## src/rtl/irqctl_pkg.sv

```systemverilog
package irqctl_pkg;
  localparam int CORE_N = 3;
  localparam int PA_N   = 7;
  localparam int PB_N   = 4;
  localparam int DATA_W = 8;
  localparam int ADDR_W = 3;
  localparam int PC_W   = 13;
  localparam int NREG   = 5;
  localparam int GLB_BIT = 7;
  localparam logic [PC_W-1:0] VEC_ADDR = 13'h0004;

  localparam logic [ADDR_W-1:0] A_CORE = 3'd0;
  localparam logic [ADDR_W-1:0] A_FLGA = 3'd1;
  localparam logic [ADDR_W-1:0] A_ENA  = 3'd2;
  localparam logic [ADDR_W-1:0] A_FLGB = 3'd3;
  localparam logic [ADDR_W-1:0] A_ENB  = 3'd4;

  typedef struct packed {
    logic            take;
    logic            retSet;
    logic [NREG-1:0] wrSel;
  } ctrlStrobeT;
endpackage

```

## src/rtl/irqctl_bank.sv

```systemverilog
module irqctl_bank #(
  parameter int W = 4
) (
  input  logic         clk,
  input  logic         rstN,
  input  logic [W-1:0] srcPulse,
  input  logic         wrFlag,
  input  logic [W-1:0] wdFlag,
  input  logic         wrEnable,
  input  logic [W-1:0] wdEnable,
  output logic [W-1:0] flags,
  output logic [W-1:0] enables,
  output logic         pend
);
  always_ff @(posedge clk or negedge rstN) begin
    if (!rstN) begin
      flags   <= '0;
      enables <= '0;
    end else begin
      // a hardware event wins over a software clear
      flags <= (wrFlag ? wdFlag : flags) | srcPulse;
      if (wrEnable) enables <= wdEnable;
    end
  end

  assign pend = |(flags & enables);
endmodule

```

## src/rtl/irqctl_ctrl.sv

```systemverilog
module irqctl_ctrl
  import irqctl_pkg::*;
(
  input  logic              cycleEnd,
  input  logic              retIrq,
  input  logic              regWrEn,
  input  logic [ADDR_W-1:0] regAddr,
  input  logic              wdGlobal,
  input  logic              anyPend,
  input  logic              globalEn,
  output ctrlStrobeT        strb
);
  logic [NREG-1:0] sel;
  logic clearGlb;

  for (genvar i = 0; i < NREG; i++) begin : g_dec
    assign sel[i] = regWrEn && (regAddr == ADDR_W'(i));
  end

  assign clearGlb    = sel[0] && !wdGlobal;
  assign strb.wrSel  = sel;
  assign strb.retSet = retIrq;
  assign strb.take   = cycleEnd && anyPend && globalEn && !clearGlb;
endmodule

```

## src/rtl/irqctl_dp.sv

```systemverilog
module irqctl_dp
  import irqctl_pkg::*;
(
  input  logic              clk,
  input  logic              rstN,
  input  logic [CORE_N-1:0] coreSrc,
  input  logic [PA_N-1:0]   periphASrc,
  input  logic [PB_N-1:0]   periphBSrc,
  input  logic [ADDR_W-1:0] regAddr,
  input  logic [DATA_W-1:0] regWdata,
  input  ctrlStrobeT        strb,
  output logic [DATA_W-1:0] regRdata,
  output logic [CORE_N-1:0] coreFlags,
  output logic              globalEn,
  output logic              anyPend
);
  logic [CORE_N-1:0] coreEn;
  logic [PA_N-1:0] flagA, enA;
  logic [PB_N-1:0] flagB, enB;
  logic pendCore, pendA, pendB;

  irqctl_bank #(.W(CORE_N)) u_core (
    .clk(clk), .rstN(rstN), .srcPulse(coreSrc),
    .wrFlag(strb.wrSel[A_CORE]), .wdFlag(regWdata[CORE_N-1:0]),
    .wrEnable(strb.wrSel[A_CORE]), .wdEnable(regWdata[2*CORE_N-1:CORE_N]),
    .flags(coreFlags), .enables(coreEn), .pend(pendCore));

  irqctl_bank #(.W(PA_N)) u_grpA (
    .clk(clk), .rstN(rstN), .srcPulse(periphASrc),
    .wrFlag(strb.wrSel[A_FLGA]), .wdFlag(regWdata[PA_N-1:0]),
    .wrEnable(strb.wrSel[A_ENA]), .wdEnable(regWdata[PA_N-1:0]),
    .flags(flagA), .enables(enA), .pend(pendA));

  irqctl_bank #(.W(PB_N)) u_grpB (
    .clk(clk), .rstN(rstN), .srcPulse(periphBSrc),
    .wrFlag(strb.wrSel[A_FLGB]), .wdFlag(regWdata[PB_N-1:0]),
    .wrEnable(strb.wrSel[A_ENB]), .wdEnable(regWdata[PB_N-1:0]),
    .flags(flagB), .enables(enB), .pend(pendB));

  assign anyPend = pendCore | pendA | pendB;

  always_ff @(posedge clk or negedge rstN) begin
    if (!rstN)                   globalEn <= 1'b0;
    else if (strb.take)          globalEn <= 1'b0;
    else if (strb.retSet)        globalEn <= 1'b1;
    else if (strb.wrSel[A_CORE]) globalEn <= regWdata[GLB_BIT];
  end

  always_comb begin
    regRdata = '0;
    case (regAddr)
      A_CORE: begin
        regRdata[CORE_N-1:0]        = coreFlags;
        regRdata[2*CORE_N-1:CORE_N] = coreEn;
        regRdata[GLB_BIT]           = globalEn;
      end
      A_FLGA:  regRdata[PA_N-1:0] = flagA;
      A_ENA:   regRdata[PA_N-1:0] = enA;
      A_FLGB:  regRdata[PB_N-1:0] = flagB;
      A_ENB:   regRdata[PB_N-1:0] = enB;
      default: regRdata = '0;
    endcase
  end
endmodule

```

## src/rtl/irqctl.sv

```systemverilog
module irqctl
  import irqctl_pkg::*;
(
  input  logic                 clk,
  input  logic                 rstN,
  input  logic [CORE_N-1:0]    coreSrc,
  input  logic [PA_N-1:0]      periphASrc,
  input  logic [PB_N-1:0]      periphBSrc,
  input  logic                 cycleEnd,
  input  logic                 retIrq,
  input  logic [ADDR_W-1:0]    regAddr,
  input  logic                 regWrEn,
  input  logic [DATA_W-1:0]    regWdata,
  output logic [DATA_W-1:0]    regRdata,
  output logic                 irqReq,
  output logic                 pushRet,
  output logic                 loadVector,
  output logic [PC_W-1:0]      pcVector
);
  ctrlStrobeT strb;
  logic globalEn, anyPend;
  logic [CORE_N-1:0] coreFlags;

  irqctl_ctrl u_ctrl (
    .cycleEnd(cycleEnd), .retIrq(retIrq), .regWrEn(regWrEn),
    .regAddr(regAddr), .wdGlobal(regWdata[GLB_BIT]),
    .anyPend(anyPend), .globalEn(globalEn), .strb(strb));

  irqctl_dp u_dp (
    .clk(clk), .rstN(rstN), .coreSrc(coreSrc), .periphASrc(periphASrc),
    .periphBSrc(periphBSrc), .regAddr(regAddr), .regWdata(regWdata),
    .strb(strb), .regRdata(regRdata), .coreFlags(coreFlags),
    .globalEn(globalEn), .anyPend(anyPend));

  assign irqReq     = anyPend && globalEn;
  assign pushRet    = strb.take;
  assign loadVector = strb.take;
  assign pcVector   = VEC_ADDR;
endmodule

```

## config.mk

```make
export PLATFORM = sky130hd
export DESIGN_NAME = irqctl
export DESIGN_NICKNAME = d
export VERILOG_FILES = /design/src/rtl/irqctl_pkg.sv /design/src/rtl/irqctl_bank.sv /design/src/rtl/irqctl_ctrl.sv /design/src/rtl/irqctl_dp.sv /design/src/rtl/irqctl.sv
export SDC_FILE = /design/constraint.sdc
export NUM_CORES = 1
export LEC_CHECK = 0
export BUFFER_PORTS_ARGS = -buffer_cell sky130_fd_sc_hd__buf_2
export CORE_UTILIZATION = 35
export CTS_CLUSTER_DIAMETER = 200
export CTS_CLUSTER_SIZE = 24
export DETAILED_ROUTE_END_ITERATION = 8
export SYNTH_ARGS = -nofsm -noshare
export SYNTH_HDL_FRONTEND = slang
export SYNTH_SLANG_ARGS = --single-unit
```

## constraint.sdc

```tcl
create_clock -name clk -period 2.55 [get_ports clk]
set_input_delay 0.255 -clock clk [delete_from_list [all_inputs] [get_ports clk]]
set_output_delay 0.255 -clock clk [all_outputs]
set_load 0.03 [all_outputs]
```

==> results.json, run 1 <==
{
  "outcome": "complete, but fails checks",
  "violations": "DRC",
  "ys.flop_type": "dfrtp_1",
  "startpoint_type": "flop",
  "antenna_found_initial": 0,
  "numCtsBuffers": 5,
  "clk_latency_ps": 280,
  "cts_tree": "built",
  "cp_slowest_stage_delay_ps": 390,
  "core_um2": 4470,
  "stdcell_area_um2": 1910,
  "cts-root-buf": "clkbuf_8",
  "ios": 54,
  "ys_types": 32,
  "drive_above_1_share_pct": 34.0,
  "postSynthAreaPerCell_um2": 10.6,
  "netlist_area_um2": 1680,
  "holdBufCountCts": 0,
  "ys_seq_elements": 29,
  "yosys.area.top_type": "dfrtp_1",
  "cp_slowest_cell": "dfrtp_1",
  "tightestPinTransition_ps": 650,
  "yosysSeqAreaShare_pct": 43.1,
  "finalSetupViolCount": 0,
  "clock_path_buffers": 2,
  "placed_cell_area_um2": 1820,
  "row_count": 24,
  "die-width_um": 71.3,
  "crit_required_ps": 2300,
  "max_slew_margin_pct": 56.7,
  "peakVddDrop_v": 0.000286,
  "drt_iter0_drc": 107,
  "avgRoutedWirePerCell_um": 14.7,
  "fin_crit_ps": 1920,
  "multiInputGateArea_um2": 807,
  "synth_edf_count": 0,
  "p_leak_nw": 0.849,
  "via_per_inst": 5.18,
  "hold_viol": 0,
  "diodes": 0,
  "fillers": 454,
  "die_y_um": 71.3,
  "grt_start_max_net_pins": 30,
  "cp_max_fo": 3,
  "place_hpwl_mm": 2.72,
  "areaGrowthSynthToFinish_pct": 13.3,
  "end_kind": "output pin",
  "hold_ws_ps": 5.30,
  "drv_cap": 0,
  "grt_pass1_wl_mm": 5.98,
  "cts_resized": 0,
  "grt_util_all_layers_pct": 15.9,
  "syn_inst": 159,
  "vias": 1275,
  "hold_class": "in2async",
  "fmax_mhz": 522,
  "drc": 6,
  "setup_tns_ps": 0,
  "path_cells": "a22oi_1 > nand3_1 > o31a_1 > and2_1 > buf_2",
  "post_cts_buffers": 0,
  "finalMaxSlewViolations": 0,
  "seqCellArea_um2": 726,
  "dr.pass1.iters": 8,
  "async_flop_share_pct": 100,
  "h-tree-depth": 2,
  "utilization_pct": 42.6,
  "power.density_nw_per_um2": 642,
  "fin_skew_ps": 6.03,
  "dieArea_um2": 5090,
  "gp_congestion": 0.742,
  "grt_overflow_total": 0,
  "synth_top_area_share_pct": 43.1,
  "rsz0062_at_grt": "no",
  "ant_nets": 0,
  "synth_area_leaders": "dfrtp_1 43%, mux2_2 10%, a211o_1 7.3%",
  "start_util_pct": 37.6,
  "cts_sinks": 29,
  "portBuffers": 40,
  "path_class": "reg2out",
  "period_share_pct": 75.1,
  "cp.arrival_ps": 1660,
  "final_nets": 224,
  "grt_pass1_vias": 1224,
  "wirelength_mm": 3.62,
  "clk_pin_slew_ps": 60,
  "yosys_warnings": 0
}
==> cell type report <==
cell class / count / area share (%)
sequential: 29 / 38.1
tap: 52 / 3.41
clock buffer: 7 / 4.53
multi-input combinational: 113 / 42.3
inverter: 4 / 0.787
timing repair buffer: 41 / 10.9
==> logic make-up after synthesis <==
kind of cell           share of synthesized area, %
and+or+nand+nor                                13.8
AOI/OAI and AO/OA                              16.4
DFF                                            43.1
buffers and inverters                          11.4
muxes                                          14.9
other                                         0.446
==> placed cells by master (no fill, tap or decap), types with 3 or more instances in the layout <==
cell type	n
a211o_1	14
a21oi_1	4
a22oi_1	8
a2bb2oi_1	3
buf_2	40
clkbuf_8	6
conb_1	13
dfrtp_1	29
inv_1	4
mux2_2	15
mux2i_1	6
nand2_1	7
nor2_1	16
nor2b_1	10
o21ai_0	3
==> through the flow <==
| stage | worst slack, ps | std cells | total power [mW] |
|---|---|---|---|
| 6_report | 634 | 246 | 1.22 |
| 5_1_grt | 537 | 246 | 1.30 |
| 4_1_cts | 622 | 246 | 1.24 |
| 3_5_place_dp | 725 | 239 | 0.868 |
| 3_3_place_gp | 727 | 239 | 0.864 |
| 2_1_floorplan | 627 | 170 | 0.799 |
==> report_power, final <==
part	internal (mW)	switching (mW)
sequential	0.520	0.0476
combinational	0.127	0.163
clock	0.213	0.154
==> state kept, by name, indices dropped and copies added (netlist names) <==
signal,cells
u_dp.globalEn,1
u_dp.u_grpB.flags,4
u_dp.u_grpA.flags,7
u_dp.u_core.flags,3
u_dp.u_grpB.enables,4
u_dp.u_grpA.enables,7
u_dp.u_core.enables,3
==> critical path, delay by kind of cell (launching register included) <==
| kind | cells | cell delay (ps) |
|---|---|---|
| AOI/OAI and AO/OA | 2 | 560 |
| DFF | 1 | 390 |
| buffers and inverters | 1 | 170 |
| and+or+nand+nor | 2 | 260 |
==> routing by layer <==
metal / GRT usage [%] / wire [um] / vias to the layer above
met3: 3.80 / 201 / 7
met4: 7.11 / 68 / 0
li1: - / - / 608
met2: 24.0 / 1620 / 44
met5: 0 / 0 / -
met1: 21.9 / 1730 / 616
==> final timing paths <==
path                                           start                endpoint  slack, ps  cells after the start
worst max-delay path            u_dp.u_grpA.flags[4]              loadVector        630                      5
worst min-delay path                            rstN  u_dp.u_grpB.enables[2]          5                      1
worst max register to register  u_dp.u_grpA.flags[4]           u_dp.globalEn       1280                      4
worst min register to register  u_dp.u_grpB.flags[3]    u_dp.u_grpB.flags[3]        530                      1
max in group asynchronous                       rstN    u_dp.u_grpA.flags[5]       2120                      1
min in group clk                       periphASrc[6]    u_dp.u_grpA.flags[6]        160                      2
==> Yosys cell counts (2+ instances only) <==
cell type  number
dfrtp_1        29
nor2_1         16
mux2_2         15
a211o_1        14
buf_4          14
nor2b_1        10
a22oi_1         8
nand2_1         7
buf_2           6
mux2i_1         6
a21oi_1         4
inv_1           4
a2bb2oi_1       3
o21ai_0         3
buf_6           2
conb_1          2
(Power assumes the default switching activity.)
==> run 2, diff against run 1 <==
- ABC_AREA: default -> 1
- clock period: 2.55 -> 1.8 ns (I/O delays scaled with it)
==> run 2 against run 1 <==
The flow now finishes without violations; non-clock buffer count unchanged; first-iteration DRC count decreased by 46%; cell count increased by 28%; hold slack improved by 94 ps; sequential power increased by 38%; die area increased by 0.29%; synthesized area increased by 0.30%; critical endpoint unchanged; largest cell class unchanged; largest power group unchanged.
==> results.json, run 2 <==
{
  "clk_latency_ps": 280,
  "min_to": "u_dp.u_grpB.flags[0]",
  "dp_slack_ps": 431,
  "yosys_warnings": 0,
  "clock_path_buffers": 2,
  "grt_pass1_wl_mm": 6.18,
  "portBuffers": 40,
  "ff2ff_setup_slack_ps": 710,
  "outcome": "complete, no violations",
  "synthMostInstantiatedCell": "nand2_1",
  "start_util_pct": 37.5,
  "final_common_cell": "nand2_1",
  "finalMaxSlewViolations": 0,
  "final_nets": 292,
  "ant_nets": 0,
  "power_mw": 1.70,
  "core_um2": 4500,
  "ys_types": 19,
  "synth_top_family_by_area": "simple AND/OR/NAND/NOR gates",
  "synth-xor-area-share_pct": 0,
  "synth-adder-area-share_pct": 0,
  "synthMuxAreaShare_pct": 0,
  "cts_sinks": 29,
  "path_class": "reg2out",
  "fin_ws_ps": 206,
  "gp_congestion": 0.778,
  "tightestPinTransition_ps": 655,
  "avgRoutedWirePerCell_um": 11.3,
  "syn_inst": 220,
  "clk_pin_slew_ps": 60,
  "grt_start_max_net_pins": 30,
  "fin_skew_ps": 1.69,
  "fin_crit_ps": 1590,
  "worst_r2r_startpoint": "u_dp.u_grpA.flags[3]",
  "period_share_pct": 88.5,
  "cp_max_fo": 3,
  "synth_compound_area_share_pct": 18.9,
  "ys_seq_elements": 29,
  "hold_class": "in2reg",
  "ys.flop_type": "dfrtp_1",
  "synth_top_area_share_pct": 43.0,
  "setup_tns_ps": 0,
  "stdcell_area_um2": 1950,
  "netlist_area_um2": 1690,
  "dieArea_um2": 5100,
  "whs_path_depth": 3,
  "crit_required_ps": 1620,
  "vias": 1425,
  "power.density_nw_per_um2": 874,
  "rsz0062_at_grt": "no",
  "antenna_found_initial": 0,
  "cts_tree": "built",
  "cts_resized": 0,
  "startpoint_type": "flop",
  "fmax_mhz": 627,
  "synth_edf_count": 0,
  "r2r-end": "u_dp.globalEn",
  "mostFrequentLayoutCells": "71 x nand2_1, 40 x buf_2, 29 x dfrtp_1",
  "synth_area_leaders": "dfrtp_1 43%, nand2_1 16%, buf_4 6.2%",
  "fillers": 468,
  "die_y_um": 71.4,
  "grt_pass1_vias": 1368,
  "row_count": 24,
  "hold_viol": 0,
  "max_slew_margin_pct": 56.3,
  "postSynthAreaPerCell_um2": 7.67,
  "ios": 54,
  "areaGrowthSynthToFinish_pct": 15.3,
  "via_per_inst": 4.52,
  "drt_iter0_drc": 58,
  "placed_cell_area_um2": 1860,
  "synthSimpleGateAreaFrac_pct": 22.1,
  "die-width_um": 71.4,
  "yosysSeqAreaShare_pct": 43.0,
  "grt_util_all_layers_pct": 15.9,
  "p_leak_nw": 1.03,
  "place_hpwl_mm": 2.73,
  "numCtsBuffers": 5,
  "min_from": "periphBSrc[0]",
  "synth_commonest_cells": "71 x nand2_1, 29 x dfrtp_1, 26 x inv_1",
  "reg.largest.list": "u_dp.u_grpA.enables (7), u_dp.u_grpA.flags (7)",
  "end_kind": "output pin",
  "wirelength_mm": 3.57,
  "async_flop_share_pct": 100,
  "cp-startpoint": "u_dp.u_grpA.flags[3]",
  "yosys.area.top_type": "dfrtp_1",
  "drc": 0,
  "rr_worst_depth": 9,
  "diodes": 0,
  "finalSetupViolCount": 0,
  "grt_overflow_total": 0,
  "peakVddDrop_v": 0.000525,
  "dr.pass1.iters": 4,
  "drv_cap": 0,
  "cts-root-buf": "clkbuf_8",
  "stdcell_count": 315,
  "dp_cells": 306,
  "cp.arrival_ps": 1410,
  "drive_above_1_share_pct": 27.8,
  "h-tree-depth": 2
}
run 2: cell types whose count changed after synthesis, moves of 10 or more:
| cell | change |
|---|---|
| a211o_1 | -14 |
| inv_1 | +22 |
| mux2_2 | -15 |
| nand2_1 | +64 |
| nor2_1 | -12 |
| nor2b_1 | -10 |
| o21ai_1 | +17 |
| o21ai_2 | +10 |
run 2: worst max-delay path by stage:
stage / depth (start not counted) / slack (ps) / endpoint
5_1_grt: 9 / 80 / pushRet
3_5_place_dp: 9 / 430 / regRdata[2]
2_1_floorplan: 9 / 440 / pushRet
3_3_place_gp: 9 / 450 / regRdata[2]
6_report: 9 / 210 / loadVector
4_1_cts: 9 / 180 / loadVector
run 2: repair_timing:
item                      in CTS  in global routing
hold buffers                   1                  0
hold endpoints to repair      29                  0
setup buffers                  0                  0
run 2: stage by stage:
stage | hold slack (ps) | util, %
floorplan | -116 | -
global placement | 259 | 41.2
detailed placement | 252 | 41.2
CTS | 90.1 | 43.2
global route | 95.1 | 43.2
finish | 99.2 | 43.2
run 2: cell type report:
class | count | area (um^2) | area share, %
inverter | 33 | 124 | 6.37
sequential | 29 | 726 | 37.3
tap | 52 | 65.1 | 3.34
multi-input combinational | 152 | 741 | 38.1
timing repair buffer | 41 | 210 | 10.8
clock buffer | 8 | 80.1 | 4.12
run 2: cells by family after synthesis:
family	after synthesis
AO/OA/AOI/OAI	48
other	2
flip-flops	29
AND/OR/NAND/NOR	91
buffers and inverters	50
run 2: worst max-delay path, cell delays in order, from the launching register on:
cell	delay, ps
dfrtp_1	420
nand2_1	90
nand2_1	50
inv_1	50
nand2_1	50
nor2_1	80
nand2_1	90
nand3_1	100
inv_1	50
buf_2	170
run 2: per-layer routing:
metal  GRT usage [%]  up-vias  part of all wire (%)
met5               0        -                     0
met3            4.78        2                   7.2
met2            25.5       51                    46
met4            4.67        0                  0.50
li1                -      753                     -
met1            20.9      619                    46
run 2: where the power goes:
| part | leakage (nW) | internal, mW | total [mW] | switching (mW) |
|---|---|---|---|---|
| Combinational | 0.680 | 0.140 | 0.416 | 0.276 |
| Sequential | 0.315 | 0.727 | 0.784 | 0.0571 |
| Clock | 0.0395 | 0.274 | 0.501 | 0.227 |
| Total | 1.03 | 1.14 | 1.70 | 0.560 |
